[config.mk]
export PLATFORM = sky130hd
export DESIGN_NAME = automute_top
export DESIGN_NICKNAME = d
export VERILOG_FILES = /design/src/rtl/automute_pkg.sv /design/src/rtl/automute_ctrl.sv /design/src/rtl/automute_chan.sv /design/src/rtl/automute_dp.sv /design/src/rtl/automute_top.sv
export SDC_FILE = /design/constraint.sdc
export NUM_CORES = 1
export LEC_CHECK = 0
export ABC_CLOCK_PERIOD_IN_PS = 9400
export CELL_PAD_IN_SITES_DETAIL_PLACEMENT = 1
export CELL_PAD_IN_SITES_GLOBAL_PLACEMENT = 2
export CORE_ASPECT_RATIO = 1.2
export CORE_UTILIZATION = 42
export DETAILED_ROUTE_END_ITERATION = 7
export DONT_BUFFER_PORTS = 1
export PLACE_DENSITY_LB_ADDON = 0.1
export SLEW_MARGIN = 20
export SYNTH_ARGS = -nofsm -noshare
export SYNTH_HDL_FRONTEND = slang
export SYNTH_SLANG_ARGS = --single-unit
[constraint.sdc]
create_clock -name clk -period 9.4 [get_ports clk]
set_clock_uncertainty 0.2 [all_clocks]
set_input_delay 0.94 -clock clk [delete_from_list [all_inputs] [get_ports clk]]
set_output_delay 0.94 -clock clk [all_outputs]
set_load 0.01 [all_outputs]
[src/rtl/automute_pkg.sv]
package automute_pkg;
  // Strobes from control to datapath
  typedef struct packed {
    logic clearRuns;  // wipe all runs and mute flags this cycle
    logic countEn;    // allow runs to advance
  } amStrobes_t;
endpackage

[src/rtl/automute_ctrl.sv]
module automute_ctrl
  import automute_pkg::*;
(
  input  logic       clk,
  input  logic       rstN,
  input  logic       amEnable,
  input  logic       muteActiveLow,
  input  logic       allMuted,
  output amStrobes_t strobes,
  output logic       mutePin,
  output logic       mutePinOe
);
  logic driveQ;

  always_ff @(posedge clk or negedge rstN) begin
    if (!rstN) driveQ <= 1'b0;
    else       driveQ <= 1'b1;
  end

  always_comb begin
    strobes.clearRuns = !amEnable;
    strobes.countEn   = amEnable;
  end

  assign mutePin   = allMuted ? !muteActiveLow : muteActiveLow;
  assign mutePinOe = driveQ;

  // pin driven from the first edge after reset release
  p_oe_after_reset_r9: assert property (@(posedge clk) disable iff (!rstN)
    1'b1 |=> mutePinOe);
endmodule

[src/rtl/automute_chan.sv]
module automute_chan
  import automute_pkg::*;
#(
  parameter int SAMPLE_W = 24,
  parameter int RUN_LEN  = 8192,
  parameter int CNT_W    = $clog2(RUN_LEN + 1)
) (
  input  logic                clk,
  input  logic                rstN,
  input  amStrobes_t          strobes,
  input  logic [SAMPLE_W-1:0] sampleIn,
  input  logic                sampleValid,
  output logic [SAMPLE_W-1:0] sampleOut,
  output logic                sampleOutValid,
  output logic                muted
);
  localparam logic [CNT_W-1:0] FULL = CNT_W'(RUN_LEN);
  localparam logic [CNT_W-1:0] ONE  = CNT_W'(1);

  logic [CNT_W-1:0]    cntQ, cntNext;
  logic                lastOnesQ, lastOnesNext;
  logic                muteQ, muteNext;
  logic [SAMPLE_W-1:0] outQ;
  logic                outValidQ;
  logic                isZero, isOnes, isStatic;

  assign isZero   = (sampleIn == '0);
  assign isOnes   = &sampleIn;
  assign isStatic = isZero | isOnes;

  always_comb begin
    cntNext      = cntQ;
    lastOnesNext = lastOnesQ;
    muteNext     = muteQ;
    if (strobes.clearRuns) begin
      cntNext  = '0;
      muteNext = 1'b0;
    end else if (sampleValid && strobes.countEn) begin
      if (isStatic) begin
        if (cntQ != '0 && lastOnesQ == isOnes)
          cntNext = (cntQ == FULL) ? cntQ : cntQ + ONE;
        else
          cntNext = ONE;
        lastOnesNext = isOnes;
        if (cntNext == FULL) muteNext = 1'b1;
      end else begin
        cntNext  = '0;
        muteNext = 1'b0;
      end
    end
  end

  always_ff @(posedge clk or negedge rstN) begin
    if (!rstN) begin
      cntQ      <= '0;
      lastOnesQ <= 1'b0;
      muteQ     <= 1'b0;
      outQ      <= '0;
      outValidQ <= 1'b0;
    end else begin
      cntQ      <= cntNext;
      lastOnesQ <= lastOnesNext;
      muteQ     <= muteNext;
      outValidQ <= sampleValid;
      if (sampleValid) outQ <= muteNext ? '0 : sampleIn;
    end
  end

  assign sampleOut      = outQ;
  assign sampleOutValid = outValidQ;
  assign muted          = muteQ;

  // run counter never passes the threshold
  p_cnt_sat_r11: assert property (@(posedge clk) disable iff (!rstN)
    cntQ <= FULL);
  // mute only rises with a full run recorded
  p_mute_full_run_r1: assert property (@(posedge clk) disable iff (!rstN)
    $rose(muteQ) |-> cntQ == FULL);
  // a non-silent accepted sample releases
  p_release_r4: assert property (@(posedge clk) disable iff (!rstN)
    (sampleValid && strobes.countEn && !isStatic) |=> !muteQ);
  // idle cycles leave the run alone
  p_idle_hold_r6: assert property (@(posedge clk) disable iff (!rstN)
    (!sampleValid && !strobes.clearRuns) |=> ($stable(cntQ) && $stable(muteQ)));
  // disable wipes state next edge
  p_disabled_r10: assert property (@(posedge clk) disable iff (!rstN)
    strobes.clearRuns |=> (cntQ == '0 && !muteQ));
  // muted output data is zero
  p_zero_out_r5: assert property (@(posedge clk) disable iff (!rstN)
    (muteQ && outValidQ) |-> outQ == '0);
endmodule

[src/rtl/automute_dp.sv]
module automute_dp
  import automute_pkg::*;
#(
  parameter int NUM_CH   = 8,
  parameter int SAMPLE_W = 24,
  parameter int RUN_LEN  = 8192
) (
  input  logic                       clk,
  input  logic                       rstN,
  input  amStrobes_t                 strobes,
  input  logic [NUM_CH*SAMPLE_W-1:0] sampleIn,
  input  logic [NUM_CH-1:0]          sampleValid,
  output logic [NUM_CH*SAMPLE_W-1:0] sampleOut,
  output logic [NUM_CH-1:0]          sampleOutValid,
  output logic [NUM_CH-1:0]          chanMuted,
  output logic                       allMuted
);
  localparam int CNT_W = $clog2(RUN_LEN + 1);

  for (genvar ch = 0; ch < NUM_CH; ch++) begin : g_chan
    automute_chan #(
      .SAMPLE_W(SAMPLE_W),
      .RUN_LEN (RUN_LEN),
      .CNT_W   (CNT_W)
    ) u_chan (
      .clk           (clk),
      .rstN          (rstN),
      .strobes       (strobes),
      .sampleIn      (sampleIn[ch*SAMPLE_W +: SAMPLE_W]),
      .sampleValid   (sampleValid[ch]),
      .sampleOut     (sampleOut[ch*SAMPLE_W +: SAMPLE_W]),
      .sampleOutValid(sampleOutValid[ch]),
      .muted         (chanMuted[ch])
    );
  end

  assign allMuted = &chanMuted;

  // reset leaves no channel muted on the first active cycle
  p_reset_clear_r9: assert property (@(posedge clk) disable iff (!rstN)
    $rose(rstN) |-> chanMuted == '0);
endmodule

[src/rtl/automute_top.sv]
module automute_top
  import automute_pkg::*;
#(
  parameter int NUM_CH   = 8,
  parameter int SAMPLE_W = 24,
  parameter int RUN_LEN  = 8192
) (
  input  logic                       clk,
  input  logic                       rstN,
  input  logic                       amEnable,
  input  logic                       muteActiveLow,
  input  logic [NUM_CH*SAMPLE_W-1:0] sampleIn,
  input  logic [NUM_CH-1:0]          sampleValid,
  output logic [NUM_CH*SAMPLE_W-1:0] sampleOut,
  output logic [NUM_CH-1:0]          sampleOutValid,
  output logic [NUM_CH-1:0]          chanMuted,
  output logic                       mutePin,
  output logic                       mutePinOe
);
  amStrobes_t strobes;
  logic       allMuted;

  automute_ctrl u_ctrl (
    .clk          (clk),
    .rstN         (rstN),
    .amEnable     (amEnable),
    .muteActiveLow(muteActiveLow),
    .allMuted     (allMuted),
    .strobes      (strobes),
    .mutePin      (mutePin),
    .mutePinOe    (mutePinOe)
  );

  automute_dp #(
    .NUM_CH  (NUM_CH),
    .SAMPLE_W(SAMPLE_W),
    .RUN_LEN (RUN_LEN)
  ) u_dp (
    .clk           (clk),
    .rstN          (rstN),
    .strobes       (strobes),
    .sampleIn      (sampleIn),
    .sampleValid   (sampleValid),
    .sampleOut     (sampleOut),
    .sampleOutValid(sampleOutValid),
    .chanMuted     (chanMuted),
    .allMuted      (allMuted)
  );
endmodule

# Word-level counts from Yosys, hierarchy flattened

Index checks and enable logic that the tools add are counted.

Multiplexer cells: 105
Bitwise gates (word level): 8
Reductions and logical operators: 50
Add/subtract/negate cells: 8
Equal/unequal tests: 32

Operator list:

| kind                                                  | count |
|---|---|
| two-way mux 14 bit                                    | 64 |
| == test 14 bit, second input constant                 | 16 |
| zero test 24 bit                                      | 8 |
| two-way mux 24 bit                                    | 8 |
| AND reduction 24 bit                                  | 8 |
| adder 14 x 1 -> 14 bit, second input constant         | 8 |
| nonzero test 14 bit                                   | 8 |
| two-way mux 1 bit                                     | 33 |
| AND reduction 3 bit                                   | 8 |
| logical AND 1 bit                                     | 16 |
| inequality test 2 x 1 -> 1 bit, second input constant | 8 |
| == test 1 bit                                         | 8 |
| OR 1 bit                                              | 8 |
| AND reduction 8 bit                                   | 1 |
| zero test 1 bit                                       | 1 |

Register bits: 329
Logic and storage cells: 244
Input bits: 204

# Longest topological paths before layout

Word-level depth: 13
Mapped depth: 11
Gate-level depth less buffers: 9

# Hierarchy

Synthesis repeated with hierarchy kept, for this count alone.

Cells, all modules: 2362
Area, all modules: 20216.9 sq um

Modules (own cells, without submodules):

| module                                    | seq. area each (sq um) | times used | cells each | area each (sq um) |
|---|---|---|---|---|
| automute_chan (u_dp.g_chan[1].u_chan ...) | 1026.0                 | 3          | 296        | 2517.4 |
| automute_chan (u_dp.g_chan[4].u_chan ...) | 1026.0                 | 3          | 291        | 2397.3 |
| automute_chan (u_dp.g_chan[7].u_chan)     | 1026.0                 | 1          | 317        | 2798.9 |
| automute_chan (u_dp.g_chan[0].u_chan)     | 1026.0                 | 1          | 276        | 2608.8 |
| automute_ctrl                             | 25.0                   | 1          | 5          | 48.8 |
| automute_dp                               | 0.0                    | 1          | 3          | 16.3 |

# Worst setup path before layout

No wires, ideal clock.

Path type: reg-to-reg
Start: reg u_dp.g_chan[7].u_chan.cntQ[0]
End: reg u_dp.g_chan[7].u_chan.outQ[12]
Data required time: 9.082 ns
Library setup time: 0.118 ns
Period minus slack after synthesis: 3.401 ns
Stages on the path, launching flop included: 12
Buffers on the path: 2
Data arrival time: 3.083 ns
Slack: 5.999 ns
Cells stage by stage: dfrtp_1 inv_1 ha_1 or4b_2 or4_1 buf_2 xnor2_1 a2111oi_2 a41oi_4 buf_6 o211a_1 a21o_1

Word-level cells in the longest chain between the ends: 12
Elaborated cells on any way between the ends: 15
Those cells by class: add/sub (1); eq/ne (2); mux (10); reduce/logical (2)

Ends and longest elaborated chain:

| what                                                           | RTL line                                 | text |
|---|---|---|
| start, declared                                                | automute_chan.sv:20                      | `logic [CNT_W-1:0] cntQ, cntNext;` |
| start signal, assigned                                         | automute_chan.sv:61                      | `cntQ <= cntNext;` |
| adder 14 x 1 -> 14 bit, or another cell as far along           | automute_chan.sv:41                      | `cntNext = (cntQ == FULL) ? cntQ : cntQ + ONE;` |
| two-way mux 14 bit / logical AND 1 bit (equally long branches) | automute_chan.sv:41, automute_chan.sv:40 |  |
| two-way mux 14 bit (*)                                         | automute_chan.sv:40                      | `if (cntQ != '0 && lastOnesQ == isOnes)` |
| two-way mux 14 bit (*)                                         | automute_chan.sv:39                      | `if (isStatic) begin` |
| two-way mux 14 bit (*)                                         | automute_chan.sv:38                      | `end else if (sampleValid && strobes.countEn) begin` |
| two-way mux 14 bit (*)                                         | automute_chan.sv:35                      | `if (strobes.clearRuns) begin` |
| == test 14 bit (*)                                             | automute_chan.sv:45                      | `if (cntNext == FULL) muteNext = 1'b1;` |
| two-way mux 1 bit (*)                                          | automute_chan.sv:45                      |  |
| two-way mux 1 bit (*)                                          | automute_chan.sv:39                      |  |
| two-way mux 1 bit (*)                                          | automute_chan.sv:38                      |  |
| two-way mux 1 bit (*)                                          | automute_chan.sv:35                      |  |
| two-way mux 24 bit (*)                                         | automute_chan.sv:65                      | `if (sampleValid) outQ <= muteNext ? '0 : sampleIn;` |
| end signal, assigned                                           | automute_chan.sv:65                      |  |
| end, declared                                                  | automute_chan.sv:23                      | `logic [SAMPLE_W-1:0] outQ;` |

Mark *: on every way between the ends. The rest lies on a longest branch, timed or not. The select of a mux whose other input is x is not followed.
A chain may end at the register's enable or synchronous reset.

# Worst setup path in the final report

Start: reg u_dp.g_chan[7].u_chan.cntQ[0]
End: reg u_dp.g_chan[7].u_chan.outQ[9]

Same word-level chain as after synthesis.

==> qor.csv <==
metric,value,unit
status,"finished, final reports clean",
hold_viol,0,
finalSetupTns,0,ps
routed-wl-met2,25.9,mm
max_freq,264,MHz
path_buf_inv,1,
place.gp.congestion,0.833,
grt_usage,23.4,%
period_minus_slack,3790,ps
final_cells,2534,
syn_avg_cell_area,9.15,sq um
synth_edf_count,0,
finalWorstSetupSlack,5610,ps
rsz0062_at_grt,no,
yosysMostFrequentCell,dfrtp_1,
synth_commonest_cells,"dfrtp_1, nor2_1, o21ai_0",
antenna_found_initial,0,
wirelength,53.5,mm
syn2layout_area_growth,7.95,%
slowest_delay,600,ps
clkTransAtPathRegs,60,ps
drv_slew,0,
cts.sinks,329,
ys_async_sr_fraction,100,%
drive_above_1_share,6.18,%
drc,0,
grt_max_degree,330,
ios,414,
first_pass_iters,5,
synth_top_area_cell,dfrtp_1,
antenna_left,0,
start_kind,flip-flop,
dpl.hpwl,36.8,mm
yosysWarnings,0,
setup_viol,0,
cp_top_family,compound AO/OA/AOI/OAI gates,
ys.flop_type,dfrtp_1,
m1WireLength,23.2,mm
cp.arrival,4030,ps
die-width,195,um
critical_path_required,9640,ps
cap_viol_max_count,0,
dieHeight,233,um
start_util,42.7,%
rows,84,
cp_slowest_cell,or4_1,
crit_type,reg -> reg,
routed-wl-met3,3.20,mm
synth_compound_area_share,18.7,%
crit_fanout,25,
wl_per_cell,21.1,um
cts_made_buffers,38,
irDropWorstVdd,109,uV
cts_tree,built,
synthSimpleGateAreaFrac,22.9,%
final_nets,2168,
io_buffers,0,
vias,15528,
r2r_slack,5610,ps
ctsResizeCount,0,
placedCellCount,2464,
synth_top_area_share,44.0,%
coreArea,43800,sq um
synthAdderAreaFrac,1.07,%
vias_per_cell,6.13,
worstMarginPinSlew,1020,ps
cts_hold_buf,1,
grt_pass1_wl,87.6,mm
synthTopCellsByArea,"dfrtp_1, mux2i_1, o21ai_0, nand4_1, nor2_1",
gr-total-overflow,0,
maxSlewHeadroom,31.7,%
clock_latency,560,ps
p_leak,0.00881,uW
synth.ff_latch_count,329,
root_buffer,clkbuf_16,
dieArea,45400,sq um
yosys.area_share.xor_xnor,2.39,%
grt_pass1_vias,16473,
max-clock-path-buffers,3,
p_per_area,166,nW/um^2
antennaDiodeCount,0,
hold_class,in -> async,
synthMuxAreaShare,4.70,%
final_util,46.1,%
top_layer_used,met4,
syn-instance-count,2044,
post_cts_buffers,0,
htree_levels,2,
first_iter_violations,842,
syn_area,18700,sq um
yosysSeqAreaShare,44.0,%
path_cells,inv_1 > ha_1 > or4b_2 > or4_1 > xnor2_1 > a2111oi_2 > a41oi_4 > o211a_1 > a21o_1,
synth_top_family_by_area,simple AND/OR/NAND/NOR gates,
dp_slack,5610,ps
period_share,40.4,%
ys_types,92,
synth_nets,2264,
worstSetupEndpointType,flip-flop,
==> where the power goes <==
| group | internal (uW) | total [uW] | switching [uW] |
|---|---|---|---|
| Sequential | 1500 | 1600 | 106 |
| Clock | 948 | 1570 | 618 |
| Combinational | 82.2 | 186 | 104 |
==> worst reg2reg max path: cells and delay by family, from the launching register on <==
kind / cells / cell delay, ps
flops: 1 / 430
buf+inv: 1 / 130
fa+ha+maj: 1 / 170
simple gates: 2 / 1170
compound gates: 4 / 1400
xor+xnor: 1 / 180
==> final timing paths <==
kind | end | start | depth (start not counted)
hold / removal | u_dp.g_chan[7].u_chan.sampleOut[19] | rstN | 1
hold reg to reg | u_dp.g_chan[0].u_chan.lastOnesQ | u_dp.g_chan[0].u_chan.lastOnesQ | 2
max in group asynchronous | u_dp.g_chan[1].u_chan.sampleOut[8] | rstN | 2
setup reg to reg | u_dp.g_chan[7].u_chan.sampleOut[9] | u_dp.g_chan[7].u_chan.cntQ[0] | 9
setup / recovery | u_dp.g_chan[7].u_chan.sampleOut[9] | u_dp.g_chan[7].u_chan.cntQ[0] | 9
min in group clk | u_dp.g_chan[4].u_chan.sampleOutValid | sampleValid[4] | 0
==> state kept, by name, indices dropped and copies added, names as in the netlist <==
register                           flops
u_dp.g_chan.u_chan.muted               8
u_dp.g_chan.u_chan.sampleOut         192
u_ctrl.mutePinOe                       1
u_dp.g_chan.u_chan.lastOnesQ           8
u_dp.g_chan.u_chan.cntQ              112
u_dp.g_chan.u_chan.sampleOutValid      8
==> per-layer routing <==
| metal | GRT usage (%) | up-vias |
|---|---|---|
| li1 | - | 7279 |
| met1 | 29.6 | 7785 |
| met2 | 39.4 | 374 |
| met3 | 5.70 | 90 |
| met4 | 6.99 | 0 |
| met5 | 0 | - |
==> logic make-up after synthesis <==
logic type | count (synthesis)
xor gates and xnor gates | 51
and+or+nand+nor | 803
buffers and inverters | 265
adders and majority gates | 16
other | 1
AOI/OAI and AO/OA | 492
muxes | 87
DFF | 329
==> layout by cell type (no fill, tap or decap), types with 6 or more instances in the layout <==
master     instances
or3_1             29
ha_1              16
nor3_1            58
mux2_2             6
nor4_1            74
dfrtp_1          329
o22ai_1           11
o211a_1           27
nor2b_1           36
nor2_1           155
a21oi_1           69
mux2i_1           81
xnor2_1           39
nand3_1           87
nor4b_1            8
nor3b_1           16
nand2_1          128
clkbuf_16         38
clkbuf_8          12
nand3b_1           6
a31oi_1           10
inv_1            115
or2_2              8
o21ai_0          141
o2bb2ai_1          9
and3_1            31
o221ai_1          25
xor2_1            12
o21a_1             9
buf_4             10
and4_1            16
a211oi_1           7
nand4_1           93
nand2b_1           7
or4_1              8
a32o_1             8
and2_1            27
a22o_1            56
a21o_1            51
==> cell type report <==
class / count / area [sq um]
clock inverters: 14 / 194
repair buffers: 13 / 158
fillers: 4990 / 23600
clock buffers: 53 / 1130
flip-flops and latches: 329 / 8230
multi-input cells: 1450 / 9340
well taps: 559 / 699
inverters: 116 / 435
==> through the flow <==
stage / hold WS (ps) / area [sq um] / total power [uW]
floorplan: 269 / 18700 / 1750
global placement: 292 / 18800 / 1780
detailed placement: 302 / 18800 / 1790
CTS: 171 / 20100 / 3410
global route: 71.9 / 20200 / 3480
finish: 47.7 / 20200 / 3360
(Power assumes the default switching activity.)
